### config.mk
export PLATFORM = sky130hd
export DESIGN_NAME = spi_reg_slave
export DESIGN_NICKNAME = d
export VERILOG_FILES = /design/src/rtl/spi_reg_pkg.sv /design/src/rtl/spi_edge_sync.sv /design/src/rtl/spi_frame_shift.sv /design/src/rtl/spi_reg_ctrl.sv /design/src/rtl/spi_reg_slave.sv
export SDC_FILE = /design/constraint.sdc
export NUM_CORES = 1
export LEC_CHECK = 0
export ABC_AREA = 1
export BUFFER_PORTS_ARGS = -buffer_cell sky130_fd_sc_hd__buf_2
export CORE_MARGIN = 8
export CORE_UTILIZATION = 30
export CTS_CLUSTER_SIZE = 20
export DETAILED_ROUTE_END_ITERATION = 8
export MAX_ROUTING_LAYER = met4
export PLACE_DENSITY = 0.46
export REMOVE_ABC_BUFFERS = 1
export SLEW_MARGIN = 25
export SYNTH_ARGS = -nofsm -noshare
export SYNTH_HDL_FRONTEND = slang
export SYNTH_SLANG_ARGS = --single-unit
export TNS_END_PERCENT = 5
### constraint.sdc
create_clock -name clk -period 2.8 [get_ports clk]
set_clock_uncertainty 0.15 [all_clocks]
set_input_delay 0.14 -clock clk [delete_from_list [all_inputs] [get_ports clk]]
set_output_delay 0.14 -clock clk [all_outputs]
set_load 0.02 [all_outputs]
### src/rtl/spi_reg_pkg.sv
package spi_reg_pkg;

    typedef enum logic [0:0] {
        ST_CMD  = 1'b0,
        ST_DATA = 1'b1
    } ctrl_state_t;

    localparam logic [13:0] ADR_NOP   = 14'h0000;
    localparam logic [13:0] ADR_CLEAR = 14'h3380;
    localparam logic [13:0] ADR_SRST  = 14'h3C00;
    localparam logic [13:0] ADR_ANGLE = 14'h3FFF;
    localparam logic [13:0] ADR_GAIN  = 14'h3FF8;
    localparam logic [13:0] ADR_CFG   = 14'h3FF9;
    localparam logic [13:0] ADR_POR   = 14'h3F22;

    localparam logic [7:0]  POR_KEY   = 8'h5A;

endpackage

### src/rtl/spi_edge_sync.sv
module spi_edge_sync #(
    parameter int STAGES = 2
) (
    input  logic clk,
    input  logic rst_n,
    input  logic sck,
    input  logic ss_n,
    input  logic mosi,
    output logic sck_rise,
    output logic sck_fall,
    output logic ss_fall,
    output logic ss_rise,
    output logic ss_low,
    output logic mosi_s
);
    // bit 0: sck, bit 1: ss_n, bit 2: mosi
    localparam logic [2:0] IDLE_LVL = 3'b010;

    logic [2:0] stg [STAGES];
    logic [2:0] prev;
    logic [2:0] cur;

    always_ff @(posedge clk or negedge rst_n) begin
        if (!rst_n) begin
            for (int i = 0; i < STAGES; i++) stg[i] <= IDLE_LVL;
            prev <= IDLE_LVL;
        end else begin
            stg[0] <= {mosi, ss_n, sck};
            for (int i = 1; i < STAGES; i++) stg[i] <= stg[i-1];
            prev <= stg[STAGES-1];
        end
    end

    assign cur      = stg[STAGES-1];
    assign sck_rise = ~prev[0] &  cur[0];
    assign sck_fall =  prev[0] & ~cur[0];
    assign ss_fall  =  prev[1] & ~cur[1];
    assign ss_rise  = ~prev[1] &  cur[1];
    assign ss_low   = ~cur[1];
    assign mosi_s   =  cur[2];

endmodule

### src/rtl/spi_frame_shift.sv
module spi_frame_shift #(
    parameter int FRAME_W = 16,
    localparam int CNT_W  = $clog2(FRAME_W + 2)
) (
    input  logic               clk,
    input  logic               rst_n,
    input  logic               sck_rise,
    input  logic               sck_fall,
    input  logic               ss_fall,
    input  logic               ss_low,
    input  logic               mosi_s,
    input  logic [FRAME_W-1:0] tx_word,
    output logic [FRAME_W-1:0] rx_word,
    output logic [CNT_W-1:0]   bit_cnt,
    output logic               miso
);
    localparam logic [CNT_W-1:0] CNT_SAT = CNT_W'(FRAME_W + 1);

    logic [FRAME_W-1:0] tx_sh;
    logic               miso_q;

    always_ff @(posedge clk or negedge rst_n) begin
        if (!rst_n) begin
            rx_word <= '0;
            bit_cnt <= '0;
            tx_sh   <= '0;
            miso_q  <= 1'b0;
        end else if (!ss_low) begin
            miso_q <= 1'b0;
        end else if (ss_fall) begin
            bit_cnt <= '0;
            tx_sh   <= tx_word;
            miso_q  <= tx_word[FRAME_W-1];
        end else begin
            if (sck_fall) begin
                rx_word <= {rx_word[FRAME_W-2:0], mosi_s};
                if (bit_cnt != CNT_SAT) bit_cnt <= bit_cnt + 1'b1;
            end
            if (sck_rise) begin
                miso_q <= tx_sh[FRAME_W-1];
                tx_sh  <= {tx_sh[FRAME_W-2:0], 1'b0};
            end
        end
    end

    assign miso = miso_q;

endmodule

### src/rtl/spi_reg_ctrl.sv
module spi_reg_ctrl
    import spi_reg_pkg::*;
#(
    parameter int FRAME_W = 16,
    parameter int ANGLE_W = 10,
    parameter int GAIN_W  = 6,
    parameter int POR_W   = 8,
    localparam int CNT_W  = $clog2(FRAME_W + 2),
    localparam int ADDR_W = FRAME_W - 2,
    localparam int DATA_W = FRAME_W - 2
) (
    input  logic               clk,
    input  logic               rst_n,
    input  logic               frame_done,
    input  logic [CNT_W-1:0]   bit_cnt,
    input  logic [FRAME_W-1:0] rx_word,
    input  logic [ANGLE_W-1:0] angle_in,
    input  logic               alarm_lo,
    input  logic               alarm_hi,
    input  logic [GAIN_W-1:0]  gain_in,
    output logic [FRAME_W-1:0] resp_word,
    output logic               err_flag,
    output logic               expect_data,
    output logic               int_mode,
    output logic               loop_break,
    output logic [POR_W-1:0]   por_reg
);
    ctrl_state_t        state, nxt_state;
    logic [ADDR_W-1:0]  wr_addr;

    logic               frame_ok;
    logic               is_read;
    logic [ADDR_W-1:0]  addr;
    logic [DATA_W-1:0]  wdata;
    logic [DATA_W-1:0]  rd_val;
    logic               rd_hit;
    logic               wr_ok;
    logic [DATA_W-1:0]  nxt_data;
    logic               nxt_err;
    logic               do_write;
    logic               do_srst;

    assign frame_ok = (bit_cnt == CNT_W'(FRAME_W)) && !(^rx_word);
    assign is_read  = rx_word[FRAME_W-1];
    assign addr     = rx_word[FRAME_W-2:1];
    assign wdata    = rx_word[FRAME_W-1:2];

    // register read mux
    always_comb begin
        rd_val = '0;
        rd_hit = 1'b1;
        case (addr)
            ADR_ANGLE: begin
                rd_val[ANGLE_W-1:0] = angle_in;
                rd_val[ANGLE_W]     = alarm_hi;
                rd_val[ANGLE_W+1]   = alarm_lo;
            end
            ADR_GAIN:  rd_val[GAIN_W-1:0] = gain_in;
            ADR_CFG:   rd_val[1:0] = {loop_break, int_mode};
            ADR_POR:   rd_val[POR_W-1:0] = por_reg;
            ADR_SRST:  rd_val = '0;
            default:   rd_hit = 1'b0;
        endcase
        wr_ok = (addr == ADR_CFG) || (addr == ADR_POR) || (addr == ADR_SRST);
    end

    // next state and frame outcome
    always_comb begin
        nxt_state = state;
        nxt_err   = err_flag;
        nxt_data  = '0;
        do_write  = 1'b0;
        do_srst   = 1'b0;
        unique case (state)
            ST_CMD: begin
                if (!frame_ok) begin
                    nxt_err = 1'b1;
                end else if (is_read) begin
                    if (addr == ADR_CLEAR)   nxt_err = 1'b0;
                    else if (rd_hit && addr != ADR_SRST) nxt_data = rd_val;
                    else                     nxt_err = 1'b1;
                end else if (addr == ADR_NOP) begin
                    nxt_data = '0;
                end else if (wr_ok) begin
                    nxt_data  = rd_val;
                    nxt_state = ST_DATA;
                end else begin
                    nxt_err = 1'b1;
                end
            end
            ST_DATA: begin
                nxt_state = ST_CMD;
                if (!frame_ok) begin
                    nxt_err = 1'b1;
                end else if (wr_addr == ADR_SRST) begin
                    if (rx_word[2]) begin
                        do_srst = 1'b1;
                        nxt_err = 1'b0;
                    end
                end else begin
                    do_write = 1'b1;
                    if (wr_addr == ADR_CFG) nxt_data[1:0] = wdata[1:0];
                    else                    nxt_data[POR_W-1:0] = wdata[POR_W-1:0];
                end
            end
        endcase
    end

    // state register
    always_ff @(posedge clk or negedge rst_n) begin
        if (!rst_n)          state <= ST_CMD;
        else if (frame_done) state <= nxt_state;
    end

    // outputs and register bank
    always_ff @(posedge clk or negedge rst_n) begin
        if (!rst_n) begin
            resp_word  <= '0;
            err_flag   <= 1'b0;
            wr_addr    <= '0;
            int_mode   <= 1'b0;
            loop_break <= 1'b0;
            por_reg    <= '0;
        end else if (frame_done) begin
            resp_word <= {nxt_data, nxt_err, ^{nxt_data, nxt_err}};
            err_flag  <= nxt_err;
            if (state == ST_CMD) wr_addr <= addr;
            if (do_write && wr_addr == ADR_CFG) begin
                int_mode   <= wdata[0];
                loop_break <= wdata[1];
            end
            if (do_write && wr_addr == ADR_POR) por_reg <= wdata[POR_W-1:0];
            if (do_srst) begin
                int_mode   <= 1'b0;
                loop_break <= 1'b0;
                por_reg    <= '0;
            end
        end
    end

    assign expect_data = (state == ST_DATA);

endmodule

### src/rtl/spi_reg_slave.sv
module spi_reg_slave
    import spi_reg_pkg::*;
#(
    parameter int FRAME_W     = 16,
    parameter int ANGLE_W     = 10,
    parameter int GAIN_W      = 6,
    parameter int POR_W       = 8,
    parameter int SYNC_STAGES = 2,
    localparam int CNT_W      = $clog2(FRAME_W + 2)
) (
    input  logic               clk,
    input  logic               rst_n,
    input  logic               sck,
    input  logic               ss_n,
    input  logic               mosi,
    output logic               miso,
    input  logic [ANGLE_W-1:0] angle_in,
    input  logic               alarm_lo,
    input  logic               alarm_hi,
    input  logic [GAIN_W-1:0]  gain_in,
    output logic               cfg_int_mode,
    output logic               cfg_loop_break,
    output logic               por_cell_off
);
    logic               sck_rise, sck_fall, ss_fall, frame_done, in_frame, mosi_s;
    logic [FRAME_W-1:0] rx_word, resp_word;
    logic [CNT_W-1:0]   bit_cnt;
    logic               err_flag, expect_data;
    logic [POR_W-1:0]   por_reg;

    spi_edge_sync #(.STAGES(SYNC_STAGES)) u_sync (
        .clk      (clk),
        .rst_n    (rst_n),
        .sck      (sck),
        .ss_n     (ss_n),
        .mosi     (mosi),
        .sck_rise (sck_rise),
        .sck_fall (sck_fall),
        .ss_fall  (ss_fall),
        .ss_rise  (frame_done),
        .ss_low   (in_frame),
        .mosi_s   (mosi_s)
    );

    spi_frame_shift #(.FRAME_W(FRAME_W)) u_shift (
        .clk      (clk),
        .rst_n    (rst_n),
        .sck_rise (sck_rise),
        .sck_fall (sck_fall),
        .ss_fall  (ss_fall),
        .ss_low   (in_frame),
        .mosi_s   (mosi_s),
        .tx_word  (resp_word),
        .rx_word  (rx_word),
        .bit_cnt  (bit_cnt),
        .miso     (miso)
    );

    spi_reg_ctrl #(
        .FRAME_W (FRAME_W),
        .ANGLE_W (ANGLE_W),
        .GAIN_W  (GAIN_W),
        .POR_W   (POR_W)
    ) u_ctrl (
        .clk         (clk),
        .rst_n       (rst_n),
        .frame_done  (frame_done),
        .bit_cnt     (bit_cnt),
        .rx_word     (rx_word),
        .angle_in    (angle_in),
        .alarm_lo    (alarm_lo),
        .alarm_hi    (alarm_hi),
        .gain_in     (gain_in),
        .resp_word   (resp_word),
        .err_flag    (err_flag),
        .expect_data (expect_data),
        .int_mode    (cfg_int_mode),
        .loop_break  (cfg_loop_break),
        .por_reg     (por_reg)
    );

    assign por_cell_off = (por_reg == POR_KEY);

endmodule

==> flow_results.org, run 1 <==
** Synth
- Top cell type's share of synthesized area :: 42.3%
- The synthesized design spends more area on one cell type than any other, namely dfrtp_1.
- Sorting the synthesized cells by how often they occur yields 250 x nand2_1, 82 x dfrtp_1, 81 x nor2_1.
- By area the synthesized netlist is led by dfrtp_1 42%, nand2_1 19%, nor2_1 6.3%.
- Synth Cell Area :: 0.00485 mm²
- Sequential cells were found to cover 44.0% of the synthesized design area.
- The cell count after synthesis came out at 703.
- Averaged over all synthesized cells, the footprint is 6.89 µm².
- Number of synthesized register bits :: 85
- Async set-reset flop share out of synthesis :: 100%
- Count of warnings emitted by yosys :: 0
- Predominant post-synthesis flop cell :: dfrtp_1
- Count of cell types in the netlist :: 33
- Counting flops with a built-in enable in the synthesized netlist gives 0.
- nand2_1 is the most common cell in the netlist.

** Power
- For this design the total switching power over the nets is 0.000933 W.
- Leakage :: 2.81 nW
- Fraction of power spent switching nets :: 28.1%
- The design draws 0.00332 W.
- Dividing total power by cell area gives a power density of 571 mW/mm².
- VDD sags by at most 326 µV.
- The internal power of the cells totals 0.00239 W.
- Clock share of power :: 42.2%
- Seq pwr share :: 43.1%
- Fraction of power consumed by combinational cells :: 14.7%

** Floorplan
- In this run the standard cell core region covers 0.0158 mm².
- Measured along the x axis, the die boundary spans 143 µm.
- Once the floorplan was initialized, standard cells occupied 30.6% of the core.
- DIE AREA :: 0.0205 mm²
- Overall die height :: 143 µm
- I/O pin total :: 27
- Row generation in the floorplan step produced 46 rows.

** Global route
- The number of global-route vias before repair came to 4,331.
- Global routing used 14.1% of the available tracks across all layers.
- Global-route wire length before repair :: 22.1 mm
- Largest net degree at the start of global routing :: 42
- The number of antenna violations at the first check in global routing was 0.
- Global routing finished with a remaining overflow of 0.

** Timing
- Number of hold-slack violations in the final timing report :: 0
- Unrepaired setup endpoints after global routing :: false
- Adding up every negative setup slack in the final design gives 0 ns.
- Setup violations remaining at the end of the flow were counted as 0.
- Worst slack on hold paths :: 0.0231 ns
- Worst rel slew slack :: 63.3%
- Based on the critical path, the design can be clocked at up to 387 MHz.
- The total count of max-transition violations in the final report came to 0.
- The worst path uses 92.2% of the clock period.
- After layout, the minimum clock period comes to 2.58 ns.
- Worst-Margin Slew :: 0.550 ns

** Worst setup path
- Ordered list of cells on the worst path :: buf_4 -> nor2_2 -> nand2_1 -> nor2_4 -> o21ai_1 -> nand2_1 -> nand2_1 -> nand2_2 -> nand3_4 -> nor2_1 -> nor2_2 -> nand2_2 -> nand2_1 -> nand2_1 -> nand2_1 -> nand2_1 -> nand3_1 -> nand3_1 -> nand2_1
- The setup check on the worst reg-to-reg path leaves a slack of 0.22 ns.
- Worst R2R Path Depth :: 19
- Slowest stage cell, crit path :: dfrtp_2
- Crit path kind :: reg2reg
- The most numerous cell type found on the critical path is nand2_1.
- Endpoint of the lowest-slack register-to-register path :: u_ctrl.resp_word[0]
- The critical path starts at u_shift.rx_word[3].
- Critical path destination :: u_ctrl.resp_word[0]
- Biggest fanout along the worst timing path :: 6
- The largest single stage delay on the critical path is 0.46 ns.
- Worst path arrival time :: 2.67 ns
- Data on the critical path is required at its endpoint by 2.89 ns.
- Endpoint type of the worst setup path :: flip-flop
- The worst setup path is launched from a flip-flop.
- The startpoint identified for the worst register-to-register timing path is u_shift.rx_word[3].

** Finish
- Total of fill cells in the finished design :: 1,678
- Number of nets at the end of the flow :: 773
- Number of non-filler instances in the completed layout :: 968
- Layout overhead on the synthesized area :: 20.0%
- Of the cells placed in the final design, the portion with a size suffix greater than 1 is 16.1%.
- The number of antenna diodes in the final layout is 0.
- Largest registers :: u_shift.rx_word x16, u_shift.tx_sh x16
- For this run, the share of the core covered by cells in the final layout is 36.7%.

** Drt
- Starting DRT DRC Count :: 251
- After detailed routing, the number of remaining DRC violations is 0.
- Drt wl/cell :: 13.6 µm
- After detailed routing, the number of vias per cell comes to 4.62.
- The pre-antenna-repair detailed-routing pass consisted of 4 iterations.
- Across all layers, the routed design uses 4,476 vias.
- In this run the remaining antenna-violating nets after routing total 0.
- The routed design has 13.2 mm of wire.

** Clock tree
- Clock-pin slew on the worst setup and hold paths :: 0.07 ns
- The clock passes through at most 2 buffers.
- TritonCTS built the clock tree.
- Clock tree synthesis inserted a total of 9 buffers.
- Clock tree synthesis found a total of 85 sinks.
- In this run the number of H-tree levels came out at 3.
- The cell sitting at the root of the clock tree is a clkbuf_16.
- The later pin in the worst-skew pair is clocked with a latency of 0.35 ns.

** Placed design
- Buffers placed on the I/O ports in this run total 26.
- At the end of routability-driven placement, the weighted congestion stood at 0.877.
- Detailed Place HPWL :: 9.85 mm
- Post-placement cell count :: 942

** Hold path
- The path class of the tightest hold or removal check is in2reg.

** Outcome
- The run finished with clean final reports.

** Job
- Number of max-cap violations :: 0
[power by group through the flow]
stage	sequential [W]	clock (W)	combinational [W]
floorplan	0.00142	0	0.000306
global placement	0.00145	0	0.000459
detailed placement	0.00145	0	0.000460
CTS	0.00143	0.00144	0.000468
global route	0.00145	0.00149	0.000570
finish	0.00143	0.00140	0.000487
[layout by cell type (no fill, tap or decap), types with 9 or more instances in the layout]
cell	instances
a31oi_1	18
nand4_1	20
inv_1	65
clkbuf_16	9
buf_4	24
buf_2	25
nand2_1	250
nand3_1	38
inv_2	12
o21ai_0	51
nor2_1	74
a21oi_1	11
dfrtp_2	12
dfrtp_1	70
[timing repair]
item	4_1_cts	5_1_grt
hold endpoints to repair	40	0
setup endpoints to repair	0	4
hold buffers	5	0
setup buffers	0	5
gates resized for setup	0	30
[per-stage QoR]
stage	instance area, µm²	setup WS [ns]
after global placement	5290	0.107
after CTS	5690	0.0773
after floorplan	4740	0.363
after global routing	5810	0.000739
after detailed placement	5290	0.0951
final	5810	0.218
[cell type report]
type | count | area [µm²] | share of cell area (%)
timing repair buffer | 55 | 375 | 6.46
sequential | 85 | 2150 | 36.9
clock buffer | 9 | 225 | 3.87
multi-input combinational | 512 | 2350 | 40.5
tap | 216 | 270 | 4.65
clock inverter | 7 | 120 | 2.07
inverter | 84 | 325 | 5.60
[worst min path at each step]
stage	to	slack [ns]	from	cells past startpoint
3_3_place_gp	u_shift.miso	0.03	rst_n	1
2_1_floorplan	u_ctrl.expect_data	-0.31	rst_n	0
6_report	u_ctrl.resp_word[10]	0.02	angle_in[8]	5
3_5_place_dp	u_shift.tx_sh[15]	0.03	rst_n	1
4_1_cts	u_ctrl.resp_word[11]	0.003	angle_in[9]	5
5_1_grt	u_ctrl.resp_word[11]	0.04	angle_in[9]	5
[critical path: cells and delay by family (launching register included)]
kind	cells	cell delay, ns
and+or+nand+nor	17	1.60
DFF	1	0.46
buffers and inverters	1	0.17
AOI/OAI and AO/OA	1	0.12
[kinds of logic (layout without fill, tap and decap cells)]
| family | count (synthesis) | count (layout) | synth area share, % |
|---|---|---|---|
| buffers and inverters | 106 | 155 | 8.75 |
| AND/OR/NAND/NOR | 417 | 417 | 36.3 |
| adder cells (fa/ha/maj) | 3 | 3 | 0.774 |
| flip-flops | 85 | 85 | 44.0 |
| AO/OA/AOI/OAI | 91 | 91 | 10.0 |
| XOR/XNOR | 1 | 1 | 0.181 |
[routing by layer]
layer,global-route usage [%],vias up,routed length (µm)
met2,22.0,58,6130
met5,-,-,0
met1,17.8,2069,6390
met3,3.37,15,382
met4,4.08,0,249
li1,-,2334,-
No activity file was read; power rests on OpenSTA's default activity.
==> run 2, diff against run 1 <==
GPL_TIMING_DRIVEN = 0   (was not set)
SKIP_CTS_REPAIR_TIMING = 1   (was not set)
==> run 2 against run 1 <==
  * Final area increased by 2.6%
  * Critical path type unchanged
  * Global-route usage decreased by 0.23 points
  * Sequential share of layout area decreased by 0.89 points
  * Register-to-register slack got worse by 0.02 ns
  * Die area unchanged
  * Flip-flop and latch count unchanged
  * Largest cell class unchanged
==> flow_results.org, run 2 (same netlist as run 1, synthesis figures left out) <==
** Worst setup path
- The setup check on the worst reg-to-reg path leaves a slack of 0.20 ns.
- Worst R2R Path Depth :: 20
- Biggest fanout along the worst timing path :: 7
- Required time reported for the critical path endpoint :: 2.90 ns
- Worst path arrival time :: 2.70 ns
- Endpoint type of the worst setup path :: flip-flop
- STA classifies the critical path startpoint as a flip-flop.
- Crit path kind :: reg2reg
- The worst register-to-register path begins at u_shift.rx_word[2].
- The endpoint identified for the worst register-to-register timing path is u_ctrl.resp_word[0].

** Drt
- Post-detailed-route count of antenna-violating nets :: 0
- In the routed layout, each cell is associated on average with a via count of 4.74.
- After the first detailed-routing iteration, the DRC count stood at 264.
- Remaining design rule violation count :: 0
- Number of iterations in the first detailed-routing pass :: 5
- Dividing the detail-routed wire length by the instance count gives 14.1 µm.
- The final layout contains routed wiring with a total length of 13.7 mm.
- Via total after detailed routing :: 4,628

** Finish
- Commonest non-fill, non-tap cell in the layout :: nand2_1
- Layout cell share with drive strength beyond 1 :: 20.2%
- The multi-input combinational cells in the finished layout cover a total of 0.00247 mm².
- The number of antenna diodes in the final layout is 0.
- Total of fill cells in the finished design :: 1,682
- In the final layout, the registers with the most flip-flops are u_shift.rx_word x16, u_shift.tx_sh x16.
- Layout overhead on the synthesized area :: 23.1%
- Leaving out fill and tap cells, the most frequent cells in the layout are 243 x nand2_1, 68 x dfrtp_1, 64 x nor2_1.
- Register cell area after layout :: 0.00215 mm²
- After the last flow step, the layout net total stands at 782.

** Global route
- Met3 Resource Use GR :: 3.54%
- Global routing finished with a remaining overflow of 0.
- Initial antenna violation count :: 0
- Vias in the first global route :: 4,143
- Global routing used 17.4% of the available met1 tracks.
- Largest net degree at the start of global routing :: 53
- Global routing used 13.9% of the available tracks.
- Global-route wire length before repair :: 21.5 mm
- In the global route stage, met2 resource usage came out at 21.6%.
- Global route hottest layer :: met2

** Floorplan
- The initial utilization of the core area, before any placement, comes to 30.6%.
- 27 I/O pins were placed.
- Die extent in x :: 143 µm
- Core ar. :: 0.0158 mm²
- DIE AREA :: 0.0205 mm²
- The floorplan has 46 rows.
- Overall die height :: 143 µm

** Timing
- Worst rel slew slack :: 44.5%
- Setup violations remaining at the end of the flow were counted as 0.
- Setup WS post-layout :: 0.198 ns
- Worst slack on hold paths :: 0.00780 ns
- The smallest clock period supported by the final layout is computed as 2.60 ns.
- Number of hold-slack violations in the final timing report :: 0
- Fin crit share :: 92.9%
- The total count of max-transition violations in the final report is 0.
- Fmax :: 384 MHz
- For the pin with the worst max-slew slack, the measured transition is 0.831 ns.

** Hold path
- HP Class :: in2reg
- Terminating pin of the worst hold path :: u_ctrl.resp_word[11]
- The startpoint identified for the worst hold timing path is angle_in[9].
- Number of cells on the worst hold path :: 5

** Power
- Cell Pwr Density :: 535 mW/mm²
- Power comes to 0.00319 W.
- Max IR drop VDD :: 316 µV
- For this design the static power due to leakage is 2.87 nW.

** Clock tree
- H-Tree Level Count :: 3
- Number of buffers created by CTS :: 9
- Clock tree from TritonCTS :: yes
- Counting every sink on the clock net gives 85.
- Root buffer cell :: clkbuf_16
- Clock latency on the worst-skew pair, taken at its later pin, is 0.35 ns.
- Clock-pin slew was measured on the worst setup and hold paths at 0.07 ns.
- The longest clock path from root to sink contains 2 buffers.

** Placed design
- Detailed Place HPWL :: 9.67 mm
- Global placer's final weighted congestion :: 0.909
- Before CTS, the worst setup slack after placement is -0.257 ns.
- Input and output buffers added on the ports amount to 26.

** Outcome
- The flow ran to the end, and the final reports show no timing, DRC or antenna violations.

** Job
- The tool flagged a number of max-cap violations equal to 0.
## run 2: layer usage
metal	up-vias	wire length, µm	part of all wire, %
met3	20	497	3.6
met5	-	0	0
met4	0	218	1.6
met1	2180	6530	48
met2	74	6490	47
li1	2354	-	-
## run 2: final cells by class
class	count	share of cell area, %
inverter	84	5.45
timing repair buffer	63	7.82
clock inverter	7	0.944
sequential	85	36.0
clock buffer	9	3.78
multi-input combinational	513	41.5
tap	216	4.53
## run 2: power by group
group	internal, W	switching (W)	total (W)
Clock	0.000613	0.000554	0.00117
Combinational	0.000207	0.000379	0.000587
Sequential	0.00133	0.000102	0.00144
## run 2: worst max-delay path by stage
stage	startpoint	endpoint	slack (ns)	depth (start not counted)
detailed placement	u_shift.bit_cnt[0]	u_ctrl.por_reg[7]	-0.26	12
CTS	u_shift.bit_cnt[0]	u_ctrl.por_reg[7]	-0.29	12
floorplan	u_shift.bit_cnt[0]	u_ctrl.por_reg[7]	0.36	12
global placement	u_sync.cur[1]	u_ctrl.expect_data	-0.58	4
finish	u_shift.rx_word[2]	u_ctrl.resp_word[0]	0.20	20
global route	u_shift.rx_word[4]	u_ctrl.resp_word[0]	-0.04	20
## run 2: stage by stage
stage / setup TNS (ns) / cell area, µm² / util, % / instances
final: 0 / 5960 / 37.7 / 977
after global routing: -0.0375 / 5960 / 37.7 / 977
after CTS: -2.09 / 5490 / 34.7 / 941
after detailed placement: -1.82 / 5200 / 32.9 / 925
after global placement: -10.28 / 5140 / 32.5 / 923
after floorplan: 0 / 4740 / - / 681
## run 2: critical path, cell delays in order (launching register included)
cell and delay [ns]:
dfrtp_2 0.48, inv_2 0.12, nand2_1 0.09, nand2_1 0.07, nand2_1 0.05, nand2_1 0.09
nand3_2 0.10, nand2_1 0.14, nand2_4 0.11, nand2_8 0.11, nand4_1 0.24, nand2_1 0.17
nand2_1 0.09, nand2_1 0.09, nand2_1 0.05, nand2_1 0.06, nand2_1 0.06, nand2_1 0.07
nand2_1 0.05, nand3_1 0.06, nand2_1 0.05
==> run 3, diff against run 2 <==
CORE_MARGIN = 4   (was 8)
RECOVER_POWER = 100   (was not set)
==> run 3 against run 2 <==
  * The run now ends with negative setup slack left
  * Largest power group unchanged
  * Sequential power about the same
  * Cell count down 3.3%
  * Via count fell by 3.8%
  * Clock power rose by 14%
  * Critical endpoint unchanged
  * Largest cell class unchanged
  * First-iteration DRC count down 11%
==> flow_results.org, run 3 (same netlist as run 1, synthesis figures left out) <==
** Clock tree
- The H-tree was split into 3 levels.
- Clock-pin slew on the worst setup and hold paths :: 0.07 ns
- Clock tree from TritonCTS :: yes
- Clock Latency Late Sink :: 0.35 ns
- Root buffer cell :: clkbuf_16
- The longest clock path from root to sink contains 2 buffers.
- Number of clock sinks seen by CTS :: 85
- Number of buffers created by CTS :: 9

** Finish
- Layout cell share with drive strength beyond 1 :: 11.1%
- The finished layout holds 945 standard cells, fillers aside.
- Most frequent cells in the layout :: 248 x nand2_1, 78 x dfrtp_1, 77 x nor2_1
- Utilization of the core after routing :: 35.1%
- Commonest non-fill, non-tap cell in the layout :: nand2_1
- Largest registers :: u_shift.rx_word x16, u_shift.tx_sh x16
- For this run, the post-layout net count is 750.
- Number of inserted diodes :: 0
- Layout overhead on the synthesized area :: 15.0%

** Worst setup path
- Critical Path Start Type :: flip-flop
- STA puts the critical path data required time at 2.89 ns.
- Crit path kind :: reg2reg
- Biggest fanout along the worst timing path :: 11
- The worst setup path is captured at a flip-flop.
- Data on the critical path arrives at its endpoint at 2.91 ns.

** Floorplan
- Once the floorplan was initialized, standard cells occupied 30.5% of the core.
- Core ar. :: 0.0159 mm²
- Measured along the x axis, the die boundary spans 135 µm.
- The die covers 0.0183 mm².
- Overall die height :: 135 µm
- Count of standard-cell rows :: 46
- I/O pin total :: 27

** Timing
- Final-report max-slew violation count :: 0
- Number of hold-slack violations in the final timing report :: 0
- Fmax :: 354 MHz
- Setup WS post-layout :: -0.0223 ns
- Setup_tns :: -0.0223 ns
- Final setup violation count :: 1
- Fin crit share :: 101%
- Worst rel slew slack :: 1.30%
- Unrepaired setup endpoints after global routing :: true
- For the finished layout, the period the worst path requires is 2.82 ns.
- Worst-Margin Slew :: 1.48 ns

** Placed design
- At the end of routability-driven placement, the weighted congestion stood at 0.813.
- Detailed Place HPWL :: 9.36 mm
- Count of port buffers added during placement :: 26
- After detailed placement, the design holds a cell count of 924.
- At the placement stage, the worst setup path has a slack of -0.263 ns.

** Drt
- Dividing the detail-routed wire length by the instance count gives 13.2 µm.
- Post-detailed-route count of antenna-violating nets :: 0
- Using the TritonRoute via totals, the vias-per-cell ratio works out to 4.71.
- For this run, design rule violations remaining after detail routing come to 0.
- Number of iterations in the first detailed-routing pass :: 5
- Final WL :: 12.5 mm
- Via total after detailed routing :: 4,454
- Starting DRT DRC Count :: 235

** Power
- For this design the ratio of total power to cell area is 575 mW/mm².
- Fraction of power consumed by combinational cells :: 13.6%
- Internal power comes to 0.00231 W.
- Leakage :: 2.66 nW
- VDD sags by at most 361 µV.
- The clock network accounts for 41.6% of the total power.
- Seq pwr share :: 44.8%
- In this run the power spent charging and discharging nets is 0.000896 W.
- Fraction of power spent switching nets :: 28.0%
- Total chip power :: 0.00320 W

** Hold path
- The worst hold path belongs to the class in2reg.

** Global route
- Global-route wire length before repair :: 21.2 mm
- The number of antenna violations at the first check in global routing was 0.
- Global routing used 15.1% of the available tracks.
- Vias in the first global route :: 4,304
- Entering global routing, the biggest net connects 59 pins.
- The total overflow left after global routing is 0.

** Job
- Number of max-cap violations :: 0

** Outcome
- Violations in the final reports :: negative setup slack
- The flow ran to the end, but the final reports show violations.
run 3: cell count changes in the layout (fill, tap and decap cells not counted), sizes merged:
| cell | delta |
|---|---|
| nand2 | -1 |
| clkbuf | +8 |
| bufinv | +2 |
| buf | -37 |
| inv | -3 |
| clkinvlp | -1 |
run 3: area by class of cell:
| class | instances | area [µm²] |
|---|---|---|
| Multi-Input combinational cell | 512 | 2330 |
| Fill cell | 1751 | 10300 |
| Clock buffer | 11 | 253 |
| Inverter | 84 | 325 |
| Tap cell | 216 | 270 |
| Clock inverter | 5 | 82.6 |
| Sequential cell | 85 | 2140 |
| Timing Repair Buffer | 32 | 180 |
run 3: final timing paths:
path	depth (start not counted)	to	from	slack, ns
setup / recovery	18	u_ctrl.resp_word[0]	u_shift.rx_word[9]	-0.02
hold / removal	5	u_ctrl.resp_word[11]	angle_in[9]	0.02
setup reg to reg	18	u_ctrl.resp_word[0]	u_shift.rx_word[9]	-0.02
hold reg to reg	0	u_sync.cur[2]	u_sync.stg[5]	0.21
max in group asynchronous	3	u_shift.rx_word[2]	rst_n	0.27
min in group asynchronous	2	u_shift.tx_sh[15]	rst_n	0.54
run 3: power groups by stage:
| stage | combinational (W) | clock [W] | sequential [W] |
|---|---|---|---|
| after floorplan | 0.000306 | 0 | 0.00142 |
| after global placement | 0.000423 | 0 | 0.00145 |
| after detailed placement | 0.000433 | 0 | 0.00145 |
| after CTS | 0.000434 | 0.00137 | 0.00143 |
| after global routing | 0.000516 | 0.00142 | 0.00145 |
| final | 0.000435 | 0.00133 | 0.00144 |
run 3: worst max-delay path, stage by stage (launching register included):
cell and delay [ns]:
dfrtp_2 0.54, nand2_1 0.16, nand3b_2 0.30, nor2_4 0.26
nor2_1 0.08, nand2_1 0.09, nand2_1 0.07, nand2_2 0.11
nand4_1 0.18, nand2_1 0.14, nor2_1 0.05, nor2_1 0.15
nand2_1 0.08, nand2_1 0.06, nand2_1 0.06, nand2_1 0.07
nand2_1 0.05, nand3_1 0.06, nand2_1 0.05
run 3: through the flow:
stage,instance area [µm²],hold slack [ns]
finish,5580,0.0244
CTS,5530,-0.494
floorplan,4740,-0.306
global placement,5140,0.102
detailed placement,5190,-0.118
global route,5580,0.0555
run 3: metal layers:
layer / up-vias / GRT usage, % / part of all wire [%]
met5: - / - / 0
met4: 0 / 4.37 / 1.9
met3: 24 / 3.99 / 3.3
met2: 65 / 23.0 / 46
met1: 2077 / 19.7 / 48
li1: 2288 / - / -
